$ cat config.mk
export PLATFORM = sky130hd
export DESIGN_NAME = alu8_core
export DESIGN_NICKNAME = d
export VERILOG_FILES = /design/src/rtl/alu8_pkg.sv /design/src/rtl/alu8_addsub.sv /design/src/rtl/alu8_shift.sv /design/src/rtl/alu8_logic.sv /design/src/rtl/alu8_core.sv
export SDC_FILE = /design/constraint.sdc
export NUM_CORES = 1
export LEC_CHECK = 0
export CAP_MARGIN = 20
export CORE_UTILIZATION = 45
export DETAILED_ROUTE_END_ITERATION = 12
export DONT_BUFFER_PORTS = 1
export GPL_TIMING_DRIVEN = 0
export PLACE_DENSITY_LB_ADDON = 0.1
export SLEW_MARGIN = 20
export SYNTH_ARGS = -nofsm -noshare
export SYNTH_HDL_FRONTEND = slang
export SYNTH_SLANG_ARGS = --single-unit
$ cat constraint.sdc
create_clock -name vclk -period 5.55
set_clock_uncertainty 0.15 [all_clocks]
set_input_delay 0 -clock vclk [all_inputs]
set_output_delay 0 -clock vclk [all_outputs]
set_load 0.005 [all_outputs]
$ cat src/rtl/alu8_pkg.sv
package alu8_pkg;

    localparam int DATA_W = 8;
    localparam int SH_W   = $clog2(DATA_W);
    localparam int OP_W   = 4;
    localparam int FLAG_N = 4;

    typedef enum logic [OP_W-1:0] {
        OP_ADD  = 4'd0,
        OP_SUB  = 4'd1,
        OP_CMP  = 4'd2,
        OP_AND  = 4'd3,
        OP_OR   = 4'd4,
        OP_XOR  = 4'd5,
        OP_BIT  = 4'd6,
        OP_ROR  = 4'd7,
        OP_SHL  = 4'd8,
        OP_SHR  = 4'd9,
        OP_PASS = 4'd10
    } op_e;

    // packed so that bit 3 is carry and bit 0 is overflow
    typedef struct packed {
        logic c;
        logic z;
        logic s;
        logic v;
    } flags_t;

    typedef enum logic [1:0] {
        LG_AND  = 2'd0,
        LG_OR   = 2'd1,
        LG_XOR  = 2'd2,
        LG_PASS = 2'd3
    } logic_mode_e;

    function automatic logic is_defined(input logic [OP_W-1:0] code);
        return code <= OP_PASS;
    endfunction

    function automatic logic uses_adder_sub(input op_e op);
        return (op == OP_SUB) || (op == OP_CMP);
    endfunction

    function automatic logic writes_result(input op_e op);
        return is_defined(op) && (op != OP_CMP) && (op != OP_BIT);
    endfunction

    function automatic logic writes_cv(input op_e op);
        return (op == OP_ADD) || (op == OP_SUB) || (op == OP_CMP) ||
               (op == OP_SHL) || (op == OP_SHR);
    endfunction

    function automatic logic_mode_e logic_mode_of(input op_e op);
        logic_mode_e m;
        case (op)
            OP_OR:   m = LG_OR;
            OP_XOR:  m = LG_XOR;
            OP_PASS: m = LG_PASS;
            default: m = LG_AND;
        endcase
        return m;
    endfunction

endpackage

$ cat src/rtl/alu8_addsub.sv
module alu8_addsub
    import alu8_pkg::*;
#(
    parameter int W = DATA_W
) (
    input  logic [W-1:0] a,
    input  logic [W-1:0] b,
    input  logic         sub,
    output logic [W-1:0] sum,
    output logic         cout,
    output logic         ovf
);
    logic [W:0]   cy;
    logic [W-1:0] b_eff;

    assign b_eff = sub ? ~b : b;
    assign cy[0] = sub;

    for (genvar i = 0; i < W; i++) begin : g_bit
        assign sum[i]  = a[i] ^ b_eff[i] ^ cy[i];
        assign cy[i+1] = (a[i] & b_eff[i]) | (cy[i] & (a[i] ^ b_eff[i]));
    end

    assign cout = cy[W];
    assign ovf  = cy[W] ^ cy[W-1];

endmodule

$ cat src/rtl/alu8_shift.sv
module alu8_shift
    import alu8_pkg::*;
#(
    parameter int W  = DATA_W,
    parameter int SW = SH_W
) (
    input  logic [W-1:0]  a,
    input  logic [SW-1:0] amt,
    output logic [W-1:0]  rot,
    output logic [W-1:0]  shl,
    output logic [W-1:0]  shr
);
    logic [SW:0][W-1:0] stg;

    assign stg[0] = a;

    // log-depth barrel: stage k rotates right by 2**k when amt[k] is set
    for (genvar k = 0; k < SW; k++) begin : g_stage
        localparam int M = 1 << k;
        assign stg[k+1] = amt[k] ? {stg[k][M-1:0], stg[k][W-1:M]} : stg[k];
    end

    assign rot = stg[SW];
    assign shl = {a[W-2:0], 1'b0};
    assign shr = {1'b0, a[W-1:1]};

endmodule

$ cat src/rtl/alu8_logic.sv
module alu8_logic
    import alu8_pkg::*;
#(
    parameter int W = DATA_W
) (
    input  logic [W-1:0] a,
    input  logic [W-1:0] b,
    input  logic_mode_e  mode,
    output logic [W-1:0] y
);
    always_comb begin
        unique case (mode)
            LG_AND:  y = a & b;
            LG_OR:   y = a | b;
            LG_XOR:  y = a ^ b;
            LG_PASS: y = b;
            default: y = a & b;
        endcase
    end
endmodule

$ cat src/rtl/alu8_core.sv
module alu8_core
    import alu8_pkg::*;
(
    input  logic [DATA_W-1:0] opnd_a,
    input  logic [DATA_W-1:0] opnd_b,
    input  logic [OP_W-1:0]   op_sel,
    input  logic [FLAG_N-1:0] flags_in,
    output logic [DATA_W-1:0] result,
    output logic              res_we,
    output logic [FLAG_N-1:0] flags_out,
    output logic [FLAG_N-1:0] flags_we
);
    op_e              op;
    logic             defined;
    logic [DATA_W-1:0] sum, rot, shl, shr, lgy;
    logic             cout, ovf;
    flags_t           fin, fnew, fwe;
    logic [DATA_W-1:0] res;

    assign op      = op_e'(op_sel);
    assign defined = is_defined(op_sel);
    assign fin     = flags_t'(flags_in);

    alu8_addsub #(.W(DATA_W)) u_addsub (
        .a    (opnd_a),
        .b    (opnd_b),
        .sub  (uses_adder_sub(op)),
        .sum  (sum),
        .cout (cout),
        .ovf  (ovf)
    );

    alu8_shift #(.W(DATA_W), .SW(SH_W)) u_shift (
        .a   (opnd_a),
        .amt (opnd_b[SH_W-1:0]),
        .rot (rot),
        .shl (shl),
        .shr (shr)
    );

    alu8_logic #(.W(DATA_W)) u_logic (
        .a    (opnd_a),
        .b    (opnd_b),
        .mode (logic_mode_of(op)),
        .y    (lgy)
    );

    always_comb begin
        res    = opnd_a;
        fnew   = fin;
        fnew.c = fin.c;
        fnew.v = fin.v;
        case (op)
            OP_ADD, OP_SUB, OP_CMP: begin
                res    = sum;
                fnew.c = cout;
                fnew.v = ovf;
            end
            OP_AND, OP_OR, OP_XOR, OP_BIT, OP_PASS: res = lgy;
            OP_ROR: res = rot;
            OP_SHL: begin
                res    = shl;
                fnew.c = opnd_a[DATA_W-1];
                fnew.v = shl[DATA_W-1] ^ opnd_a[DATA_W-1];
            end
            OP_SHR: begin
                res    = shr;
                fnew.c = opnd_a[0];
                fnew.v = shr[DATA_W-1] ^ opnd_a[DATA_W-1];
            end
            default: res = opnd_a;
        endcase
        fnew.z = ~|res;
        fnew.s = res[DATA_W-1];

        fwe.c = writes_cv(op);
        fwe.v = writes_cv(op);
        fwe.z = defined;
        fwe.s = defined;
    end

    assign result    = res;
    assign res_we    = writes_result(op);
    assign flags_we  = fwe;
    assign flags_out = (fwe & fnew) | (~fwe & fin);

    // ---------------- assertions ----------------
    logic [DATA_W:0] chk_sum;
    assign chk_sum = {1'b0, opnd_a} + {1'b0, opnd_b};

    always_comb begin

        pass_through_chk: assert (((flags_out ^ flags_in) & ~flags_we) == '0)
            else $error("unwritten flag changed");

        zero_flag_chk: assert (!flags_we[2] || (flags_out[2] == (result == '0)))
            else $error("Z disagrees with result");

        sign_flag_chk: assert (!flags_we[1] || (flags_out[1] == result[DATA_W-1]))
            else $error("S disagrees with result");

        add_carry_chk: assert (op_sel != OP_ADD || flags_out[3] == chk_sum[DATA_W])
            else $error("add carry wrong");

        no_borrow_chk: assert (!(op_sel == OP_SUB || op_sel == OP_CMP) ||
                               (flags_out[3] == (opnd_a >= opnd_b)))
            else $error("subtract carry wrong");

        logic_cv_chk: assert (!(op_sel inside {OP_AND, OP_OR, OP_XOR, OP_BIT, OP_PASS, OP_ROR}) ||
                              (flags_we[3] == 1'b0 && flags_we[0] == 1'b0))
            else $error("logic or rotate enabled C/V");

        discard_chk: assert (!(op_sel == OP_CMP || op_sel == OP_BIT) || !res_we)
            else $error("compare/bit-test wrote result");

        unused_chk: assert (op_sel <= OP_PASS || (flags_we == '0 && !res_we))
            else $error("unused code enabled a write");
    end

endmodule

==> summary.txt, run 1 <==
Critical path
  • Maximum fanout along the worst path: 10
  • CP Buf/Inv Count: 6
  • Worst setup path category: in2out
  • Most Frequent Cell on Critical Path: sky130_fd_sc_hd__fa_1
  • Largest stage delay, worst path: between 0.4 and 0.5 ns
  • Crit path required time: roughly 5.4 ns
  • Cell family with most CP delay: adder cells
  • Critical path's slowest cell: sky130_fd_sc_hd__fa_1
  • Type of destination of the critical path: output port
  • Worst path cell trace: buf_2 > buf_2 > buf_2 > nor2_1 > nor2b_1 > clkbuf_2 > mux2_2 > fa_1 > fa_1 > fa_1 > fa_1 > inv_1 > fa_1 > inv_1 > fa_1 > fa_1 > o211ai_1 > a21oi_1 > a211oi_2 > nand3b_1 > o32ai_2
  • Endpoint arrival time on the critical path: 5.17 ns
  • Nature of the critical path startpoint: input pin

STA
  • Slew of the pin with the lowest slew margin: about 0.64 ns
  • Highest clock rate: approximately 0.19 GHz
  • Post-layout minimum cycle time: between 5 and 6 ns
  • Final hold violations: 0
  • Normalized max-slew margin: a little under three fifths
  • Tcrit/Tclk final: between 90% and 100%
  • Final Max Tran Viols: 0
  • Worst-case setup margin in the final layout: ~0.23 ns
  • Number of endpoints failing setup at the final stage: 0
  • RSZ-0062 raised after global routing: false

Floorplanning
  • Core outline area: 3771 um^2
  • I/O pin cnt: a little over 40
  • Horizontal extent of the die: between 60 and 70 um
  • Die outline height: roughly 65 um
  • Starting density of the core: 48.08%
  • Area of the die: ~4300 um^2
  • Floorplan row count: 22

Placed design
  • Placed wire-length estimate: 4275 um
  • Post-placement worst setup slack: -0.3870 ns
  • PortBufs: 0
  • Weighted congestion reported at the end of routability-driven placement: approximately 0.85

Synthesis
  • Instance count of the mapped netlist: between 200 and 250
  • Fraction of the yosys area taken by sequential cells: 0%
  • Net count after synthesis: a little under 300
  • Netlist area before placement: about 1800 um^2
  • Yosys warns: 0
  • Post-synthesis average cell area: between 7 and 8 um^2
  • Number of unique standard cell types used by synthesis: 58

Route
  • Starting DRT DRC Count: about 150
  • DRC errors left: 0
  • Total via count after detailed routing: between 1,500 and 2,000
  • Total Wirelength: slightly below 6000 um
  • Drt via density: ~6.5
  • DRT antenna net count: 0
  • Count of TritonRoute iterations in the first routing pass: 5
  • Post-DR wirelength/cell: 19.60 um

Outcome
  • Outcome: complete, no violations

Clock tree
  • Number of post-CTS setup repair buffers: 0

Worst hold path
  • Hold Crit Endpoint: result[3]
  • Min-Delay Path Class: in2out
  • Cells on Worst Hold Path: 1
  • Critical hold path startpoint: opnd_a[3]

Global route
  • Largest net degree at the start of global routing: 12
  • Initial antenna violation count: 0
  • Global routing usage summed across all routing layers: 27.81%
  • Grt total ovfl: 0
  • Global-route wire length before repair: just over 9000 um
  • Vias in the first global route: 1,734

Pwr
  • Static Leakage: approximately 0.79 nW
  • Maximum VDD drop: approximately 0.000042 V
  • Power density cells: slightly above 80 nW/um^2

Final layout
  • Sequential cell area in the final layout: 0 um^2
  • Number of clock buffers in the layout: 0
  • Most frequent cells in the layout: sky130_fd_sc_hd__nand2_1, sky130_fd_sc_hd__inv_1, sky130_fd_sc_hd__a21oi_1
  • Most common library cell in the layout ignoring fill and taps: sky130_fd_sc_hd__nand2_1
  • Area grow syn2layout: 7.937%
  • Number of sequential cells in the layout: 0
  • Core utilization of the finished layout: just over 50%
  • Antenna Diode Count: 0
  • Layout cells sized above 1: between 10% and 20%
  • Net total in the final layout: 297

Run
  • # Max-Cap Violations: 0
[metrics by stage]
stage | setup TNS [ns] | instances | area, um^2 | total power [W] | hold WS (ns)
3_5_place_dp | -0.4589 | 290 | 1873 | 0.0001496 | -0.04183
5_1_grt | 0 | 296 | 1957 | 0.0001757 | 0.01508
6_report | 0 | 296 | 1957 | 0.0001588 | 0.001244
3_3_place_gp | -0.4273 | 290 | 1873 | 0.0001497 | -0.04203
4_1_cts | 0 | 297 | 1952 | 0.0001558 | 0.00006223
2_1_floorplan | 0 | 242 | 1813 | 0.0001205 | -0.04689
[cell families after synthesis]
group                    after synthesis  share of synthesized area (%)
AND/OR/NAND/NOR                       75                          22.43
XOR/XNOR                               9                          4.348
multiplexers                          13                          14.15
buffers and inverters                 50                          12.08
AO/OA/AOI/OAI                         72                          28.23
adder cells (fa/ha/maj)               23                          18.77
[power breakdown]
part	switching [W]	internal, W	total, W	leakage, nW
Sequential	0	0	0	0
Clock	0	0	0	0
Combinational	0.0000867	0.0000721	0.000159	0.793
[repair_timing]
action,in CTS,in global routing
gates resized for setup,2,2
endpoints found under the hold margin,8,0
endpoints found under the setup margin,3,1
hold buffers,8,0
[routing by layer]
layer | vias to the layer above | routed length, um | global-route usage [%]
li1 | 901 | - | -
met1 | 941 | 2676 | 40.26
met2 | 79 | 2771 | 45.75
met3 | 2 | 330 | 1.042
met4 | 0 | 25 | 5.707
met5 | - | 0 | 0
[worst max-delay path by stage]
stage | start | to | cells past startpoint | slack, ns
6_report | op_sel[0] | flags_out[2] | 21 | 0.23
5_1_grt | op_sel[0] | flags_out[2] | 21 | 0.03
4_1_cts | op_sel[1] | flags_out[2] | 19 | 0.11
3_5_place_dp | op_sel[1] | flags_out[2] | 20 | -0.39
3_3_place_gp | op_sel[1] | flags_out[2] | 20 | -0.37
2_1_floorplan | op_sel[1] | flags_out[2] | 20 | 0.73
[synth_stat cells, types with 2 or more instances]
cell type	number	area (um^2)
sky130_fd_sc_hd__o211ai_1	6	45.04
sky130_fd_sc_hd__fa_1	7	140.1
sky130_fd_sc_hd__o32a_1	4	40.04
sky130_fd_sc_hd__mux2i_1	2	20.02
sky130_fd_sc_hd__nand3b_1	6	45.04
sky130_fd_sc_hd__clkbuf_1	8	30.03
sky130_fd_sc_hd__inv_1	24	90.09
sky130_fd_sc_hd__or3_1	2	12.51
sky130_fd_sc_hd__buf_4	3	22.52
sky130_fd_sc_hd__nand2_1	26	97.59
sky130_fd_sc_hd__a21oi_1	19	95.09
sky130_fd_sc_hd__xnor2_1	8	70.07
sky130_fd_sc_hd__nor2b_1	3	18.77
sky130_fd_sc_hd__buf_2	10	50.05
sky130_fd_sc_hd__o21ai_0	10	50.05
sky130_fd_sc_hd__nor2_1	11	41.29
sky130_fd_sc_hd__ha_1	16	200.2
sky130_fd_sc_hd__a32oi_1	3	26.28
sky130_fd_sc_hd__clkinv_1	2	7.510
sky130_fd_sc_hd__mux4_2	10	225.2
sky130_fd_sc_hd__nand2b_1	8	50.05
sky130_fd_sc_hd__a22o_1	3	26.28
sky130_fd_sc_hd__nand3_1	4	20.02
sky130_fd_sc_hd__a22oi_1	2	15.01
sky130_fd_sc_hd__o311ai_0	4	35.03
sky130_fd_sc_hd__a21o_1	2	15.01
sky130_fd_sc_hd__nand4_1	2	12.51
sky130_fd_sc_hd__nor3_1	2	10.01
sky130_fd_sc_hd__o22ai_1	4	25.02
sky130_fd_sc_hd__a221o_1	3	30.03
[area by class of cell]
class                      count  area, um^2
fill                         383        1814
multi-input combinational    192        1604
buffer                        21       111.4
inverter                      27       101.3
timing repair buffer           8       80.08
tap                           48       60.06
Note: power is estimated with default switching activity, not from simulation.
==> inputs of run 2 (changes only) <==
--- a/config.mk
+++ b/config.mk
@@ -14,4 +14,5 @@
 export SLEW_MARGIN = 20
 export SYNTH_ARGS = -nofsm -noshare
 export SYNTH_HDL_FRONTEND = slang
+export SYNTH_HIERARCHICAL = 1
 export SYNTH_SLANG_ARGS = --single-unit
==> run 2 against run 1 <==
- die area is 12% higher
- combinational power is 14% higher
- first-iteration DRC count is 8.1% lower
- total power is 15% higher
- core utilization is 2.0 points lower
- hold slack better by 0.0043 ns
- cell area is 11% higher
- sequential share of layout area stayed put
- maximum frequency is 1.7% higher
- final cell count is 3.0% higher
- wire length is 4.4% lower
- global-route usage is 5.0 points lower
- critical path type unchanged
- critical endpoint unchanged
==> summary.txt, run 2 <==
Critical path
  • Maximum fanout along the worst path: 19 (+9)
  • Worst path cell trace: buf_4 > buf_4 > xnor2_1 > nor3_2 > buf_6 > xor2_1 > fa_1 > inv_1 > fa_1 > fa_1 > fa_1 > fa_1 > fa_1 > inv_1 > fa_1 > o2bb2ai_1 > a221o_1 > o21a_1 > or4_1 > o21ai_1
  • Largest stage delay, worst path: 0.56 ns (+0.10 ns)
  • Critical path's slowest cell: sky130_fd_sc_hd__or4_1
  • Nature of the critical path startpoint: input pin
  • Worst setup path category: in2out
  • Endpoint arrival time on the critical path: 5.08 ns (-0.09 ns)
  • Crit path required time: 5.40 ns (about the same)
  • Type of destination of the critical path: output port
  • Most Frequent Cell on Critical Path: sky130_fd_sc_hd__fa_1

Final layout
  • Fill count: 447 (+17%)
  • Area grow syn2layout: 6.765%
  • Sequential cell area in the final layout: 0 um^2 (unchanged)
  • Net total in the final layout: 302 (+1.7%)
  • Most common library cell in the layout ignoring fill and taps: sky130_fd_sc_hd__inv_1
  • Number of sequential cells in the layout: 0 (unchanged)
  • Number of clock buffers in the layout: 0 (unchanged)
  • Layout cells sized above 1: 20.55% (+6.8 points)
  • Antenna Diode Count: 0 (unchanged)
  • Non-filler cells, final: 305 (+3.0%)
  • Most frequent cells in the layout: sky130_fd_sc_hd__inv_1, sky130_fd_sc_hd__buf_4, sky130_fd_sc_hd__a21oi_1

Global route
  • Largest net degree at the start of global routing: 12 (unchanged)
  • Initial antenna violation count: 0 (unchanged)
  • Global-route wire length before repair: 8887 um (-2.0%)
  • Global routing usage on met1: 32.18% (-8.1 points)
  • Met2 capacity usage during global routing: 39.05% (-6.7 points)
  • Grt total ovfl: 0 (unchanged)
  • Vias in the first global route: 1,735 (+0.058%)
  • Global routing usage summed across all routing layers: 22.81% (-5.0 points)
  • Met3 GRT Util: 1.453% (+0.41 points)
  • Global routing's busiest layer: met2

Route
  • Total Wirelength: 5549 um (-4.4%)
  • Drt via density: 5.980 (-7.9%)
  • Total via count after detailed routing: 1,824 (-5.1%)
  • Starting DRT DRC Count: 137 (-8.1%)
  • Post-DR wirelength/cell: 18.19 um (-7.2%)
  • Count of TritonRoute iterations in the first routing pass: 4 (-1)
  • DRC errors left: 0 (unchanged)
  • DRT antenna net count: 0 (unchanged)

Worst hold path
  • Min-Delay Path Class: in2out

Outcome
  • Outcome: complete, no violations

Synthesis
  • Top cell type's share of synthesized area: 10.33% (-2.1 points)
  • Fraction of the yosys area taken by sequential cells: 0% (unchanged)
  • Netlist area before placement: 2034 um^2 (+12%)
  • Number of unique standard cell types used by synthesis: 55 (-5.2%)
  • Main area contributors after synthesis: sky130_fd_sc_hd__mux4_1, sky130_fd_sc_hd__ha_1, sky130_fd_sc_hd__mux4_2
  • Most instantiated library cell after synthesis: sky130_fd_sc_hd__inv_1
  • Top post-synthesis cells by count: sky130_fd_sc_hd__inv_1, sky130_fd_sc_hd__buf_4, sky130_fd_sc_hd__a21oi_1
  • Post-synthesis average cell area: 8.237 um^2 (+9.9%)
  • Instance count of the mapped netlist: 247 (+2.1%)
  • Area leader, netlist: sky130_fd_sc_hd__mux4_1
  • Yosys warns: 6 (+6)

Placed design
  • Weighted congestion reported at the end of routability-driven placement: 0.8901 (+5.2%)
  • PortBufs: 0 (unchanged)
  • Post-placement cell count: 300 (+3.4%)
  • Placed wire-length estimate: 4177 um (-2.3%)

STA
  • RSZ-0062 raised after global routing: false
  • Number of endpoints failing setup at the final stage: 0 (unchanged)
  • Tcrit/Tclk final: 94.21% (-1.6 points)
  • Final sum of negative setup slack: 0 ns (unchanged)
  • Highest clock rate: 0.1912 GHz (+1.7%)
  • Slew of the pin with the lowest slew margin: 0.5986 ns (-0.03979 ns)
  • Final hold violations: 0 (unchanged)
  • Normalized max-slew margin: 60.09% (+2.8 points)
  • Final Max Tran Viols: 0 (unchanged)
  • Post-layout minimum cycle time: 5.229 ns (-0.08750 ns)

Floorplanning
  • I/O pin cnt: 41 (unchanged)
  • Core outline area: 4354 um^2 (+15%)
  • Floorplan row count: 24 (+9.1%)
  • Die outline height: 69.24 um (+5.8%)
  • Horizontal extent of the die: 69.24 um (+5.8%)
  • Area of the die: 4794 um^2 (+12%)
  • Starting density of the core: 46.72% (-1.4 points)

Pwr
  • Power density cells: 84.00 nW/um^2 (+3.5%)
  • Maximum VDD drop: 0.00003843 V (-8.0%)
  • Static Leakage: 0.9827 nW (+24%)
  • Overall power of the completed layout: 0.0001825 W (+15%)

Run
  • # Max-Cap Violations: 0 (unchanged)
[run 2: worst max-delay path: cells and delay by family]
family | cells | cell delay (ns)
AOI/OAI and AO/OA | 4 | 0.77
xor gates and xnor gates | 2 | 0.34
adders and majority gates | 7 | 2.58
buffers and inverters | 5 | 0.69
and+or+nand+nor | 2 | 0.71
[run 2: where the power goes]
| part | switching, W | internal (W) |
|---|---|---|
| sequential | 0 | 0 |
| combinational | 0.0000909 | 0.0000916 |
| clock | 0 | 0 |
[run 2: repair_timing]
item / in CTS / in global routing
setup endpoints to repair: 0 / 1
setup buffers: 0 / 0
resized for setup: 0 / 3
endpoints found under the hold margin: 7 / 0
hold buffers: 7 / 0
[run 2: path summary, 6_finish.rpt]
path / from / to / slack [ns] / cells after the start
worst min-delay path: opnd_a[6] / result[6] / 0.006 / 2
worst max-delay path: op_sel[0] / flags_out[2] / 0.32 / 20
[run 2: layout make-up]
cell class         count  area, um^2  share of cell area (%)
multi-input cells    170        1623                   74.71
repair buffers         7       70.07                   3.226
inverters             41       153.9                   7.085
plain buffers         35       260.3                   11.98
well taps             52       65.06                   2.995
[run 2: cell families (layout without fill, tap and decap cells)]
| group | count (synthesis) | in the layout | share of synthesized area [%] |
|---|---|---|---|
| other | 1 | 2 | 0.1843 |
| multiplexers | 25 | 25 | 24.17 |
| adder cells (fa/ha/maj) | 23 | 23 | 16.73 |
| AO/OA/AOI/OAI | 62 | 62 | 20.79 |
| XOR/XNOR | 11 | 11 | 4.736 |
| buffers and inverters | 78 | 83 | 20.66 |
| AND/OR/NAND/NOR | 47 | 47 | 12.73 |
[run 2: routing by layer]
layer / vias to the layer above / wire length [um]
li1: 871 / -
met1: 885 / 2529
met2: 62 / 2662
met3: 6 / 280
met4: 0 / 77
met5: - / 0
[run 2: per-stage QoR]
step | hold slack, ns | util, % | cell area (um^2) | setup WS (ns)
after floorplan | -0.05592 | - | 2038 | 0.5606
after global placement | -0.04829 | 48.30 | 2103 | 0.05853
after detailed placement | -0.04933 | 48.30 | 2103 | 0.08458
after CTS | 0.003321 | 49.91 | 2173 | 0.07156
after global routing | 0.01057 | 49.89 | 2172 | 0.03390
final | 0.005521 | 49.89 | 2172 | 0.3212
==> inputs of run 3 (changes only) <==
--- a/config.mk
+++ b/config.mk
@@ -11,6 +11,7 @@
 export DONT_BUFFER_PORTS = 1
 export GPL_TIMING_DRIVEN = 0
 export PLACE_DENSITY_LB_ADDON = 0.1
+export REMOVE_ABC_BUFFERS = 1
 export SLEW_MARGIN = 20
 export SYNTH_ARGS = -nofsm -noshare
 export SYNTH_HDL_FRONTEND = slang
==> run 3 against run 2 <==
- global-route usage down 1.1 points
- worst setup slack better by 0.14 ns
- sequential share of layout area unchanged
- combinational power down 16%
- critical path depth down 3
==> summary.txt, run 3 (same netlist as run 2, synthesis figures left out) <==
Outcome
  • Outcome: complete, no violations

STA
  • Normalized max-slew margin: 35.69% (-24 points)
  • Final hold violations: 0 (unchanged)
  • Post-layout minimum cycle time: 5.087 ns (-0.1417 ns)
  • Final sum of negative setup slack: 0 ns (unchanged)
  • RSZ-0062 raised after global routing: false
  • Slew of the pin with the lowest slew margin: 0.9583 ns (+0.3597 ns)
  • Number of endpoints failing setup at the final stage: 0 (unchanged)
  • Final Max Tran Viols: 0 (unchanged)
  • Tcrit/Tclk final: 91.66% (-2.6 points)
  • Worst-case setup margin in the final layout: 0.4629 ns (+0.1417 ns)
  • Highest clock rate: 0.1966 GHz (+2.8%)

Clock tree
  • Count of cells resized by post-cts repair: 0 (unchanged)

Global route
  • Vias in the first global route: 1,620 (-6.6%)
  • Global routing usage summed across all routing layers: 21.70% (-1.1 points)
  • Largest net degree at the start of global routing: 34 (+22)
  • Global-route wire length before repair: 8542 um (-3.9%)
  • Grt total ovfl: 0 (unchanged)
  • Initial antenna violation count: 0 (unchanged)

Critical path
  • Most Frequent Cell on Critical Path: sky130_fd_sc_hd__fa_1
  • Number of logic stages on the critical path including buffering: 17 (-15%)
  • Cell family with most CP delay: adder cells
  • Maximum fanout along the worst path: 31 (+12)
  • Type of destination of the critical path: output port
  • Nature of the critical path startpoint: input pin
  • Largest stage delay, worst path: 0.59 ns (+0.03 ns)
  • Worst setup path category: in2out
  • Crit path required time: 5.40 ns (about the same)
  • Worst path cell trace: xnor2_1 > nor3_2 > mux2_2 > fa_1 > inv_1 > fa_1 > fa_1 > fa_1 > fa_1 > fa_1 > inv_1 > fa_1 > o2bb2ai_1 > a221o_1 > o21a_1 > or4_1 > o21ai_1
  • Endpoint arrival time on the critical path: 4.94 ns (-0.14 ns)
  • CP Buf/Inv Count: 2 (-3)
  • Critical path's slowest cell: sky130_fd_sc_hd__nor3_2

Final layout
  • Layout cells sized above 1: 11.71% (-8.8 points)
  • Fill count: 458 (+2.5%)
  • Number of clock buffers in the layout: 0 (unchanged)
  • Net total in the final layout: 271 (-10%)
  • Area grow syn2layout: -3.751%
  • Number of sequential cells in the layout: 0 (unchanged)
  • Antenna Diode Count: 0 (unchanged)
  • Sequential cell area in the final layout: 0 um^2 (unchanged)
  • Most common library cell in the layout ignoring fill and taps: sky130_fd_sc_hd__inv_1
  • Non-filler cells, final: 274 (-10%)
  • Most frequent cells in the layout: sky130_fd_sc_hd__inv_1, sky130_fd_sc_hd__a21oi_1, sky130_fd_sc_hd__ha_1

Placed design
  • Post-placement cell count: 264 (-12%)
  • Weighted congestion reported at the end of routability-driven placement: 0.8761 (-1.6%)
  • PortBufs: 0 (unchanged)
  • Placed wire-length estimate: 3730 um (-11%)
  • Post-placement worst setup slack: 0.4403 ns (+0.3557 ns)

Route
  • Highest metal used: met4
  • DR WL met2: 2563 um (-3.7%)
  • Routed met1 length: 2317 um (-8.4%)
  • Post-DR wirelength/cell: 18.68 um (+2.6%)
  • Count of TritonRoute iterations in the first routing pass: 5 (+1)
  • Starting DRT DRC Count: 161 (+18%)
  • DRT antenna net count: 0 (unchanged)
  • Total Wirelength: 5117 um (-7.8%)
  • Total via count after detailed routing: 1,697 (-7.0%)
  • DRC errors left: 0 (unchanged)
  • Met3 wire length: 177 um (-37%)
  • Drt via density: 6.193 (+3.6%)

Run
  • # Max-Cap Violations: 0 (unchanged)

Pwr
  • Power density cells: 77.78 nW/um^2 (-7.4%)
  • Maximum VDD drop: 0.00002893 V (-25%)
  • Static Leakage: 0.8479 nW (-14%)
  • Overall power of the completed layout: 0.0001523 W (-17%)

Floorplanning
  • Core outline area: 4354 um^2 (unchanged)
  • Die outline height: 69.24 um (unchanged)
  • Area of the die: 4794 um^2 (unchanged)
  • Starting density of the core: 46.72% (unchanged)
  • Horizontal extent of the die: 69.24 um (unchanged)
  • Floorplan row count: 24 (unchanged)
  • I/O pin cnt: 41 (unchanged)

Worst hold path
  • Critical hold path startpoint: op_sel[3]
  • Hold Crit Endpoint: flags_out[0]
  • Cells on Worst Hold Path: 2 (unchanged)
  • Min-Delay Path Class: in2out
==> run 3: cell count changes in the layout (fill, tap and decap cells not counted), sizes merged <==
| cell | delta |
|---|---|
| dlygate4sd3 | +3 |
| clkbuf | -5 |
| buf | -29 |
==> run 3: metrics by stage <==
| stage | util [%] | area [um^2] | hold WS (ns) |
|---|---|---|---|
| 4_1_cts | 44.97 | 1958 | 0.007119 |
| 3_3_place_gp | 42.18 | 1837 | -0.08792 |
| 5_1_grt | 44.97 | 1958 | 0.02547 |
| 6_report | 44.97 | 1958 | 0.005422 |
| 3_5_place_dp | 42.67 | 1858 | -0.08360 |
| 2_1_floorplan | - | 1772 | -0.09876 |
==> run 3: worst max path at each step <==
| stage | startpoint | slack [ns] | endpoint |
|---|---|---|---|
| 3_3_place_gp | op_sel[1] | 0.12 | flags_out[2] |
| 3_5_place_dp | op_sel[1] | 0.44 | flags_out[2] |
| 4_1_cts | op_sel[0] | 0.43 | flags_out[2] |
| 6_report | op_sel[1] | 0.46 | flags_out[2] |
| 2_1_floorplan | op_sel[1] | 0.53 | flags_out[2] |
| 5_1_grt | op_sel[0] | 0.25 | flags_out[2] |
==> run 3: timing repair <==
| action | 4_1_cts | 5_1_grt |
|---|---|---|
| buffers inserted | 0 | 0 |
| endpoints found under the hold margin | 10 | 0 |
| hold buffers | 10 | 0 |
==> run 3: final cells by class <==
type	instances	area (um^2)	area share [%]
Multi-Input combinational cell	170	1632	83.32
Timing Repair Buffer	11	107.6	5.495
Tap cell	52	65.06	3.323
Inverter	41	153.9	7.859
==> run 3: metal layers <==
| metal | vias up | GRT usage [%] |
|---|---|---|
| met5 | - | 0 |
| met4 | 0 | 3.175 |
| met2 | 42 | 36.57 |
| met3 | 6 | 1.744 |
| li1 | 814 | - |
| met1 | 835 | 30.95 |
==> run 3: report_power, final <==
part | total, W | internal, W | switching [W]
combinational | 0.000152 | 0.0000790 | 0.0000733
clock | 0 | 0 | 0
sequential | 0 | 0 | 0
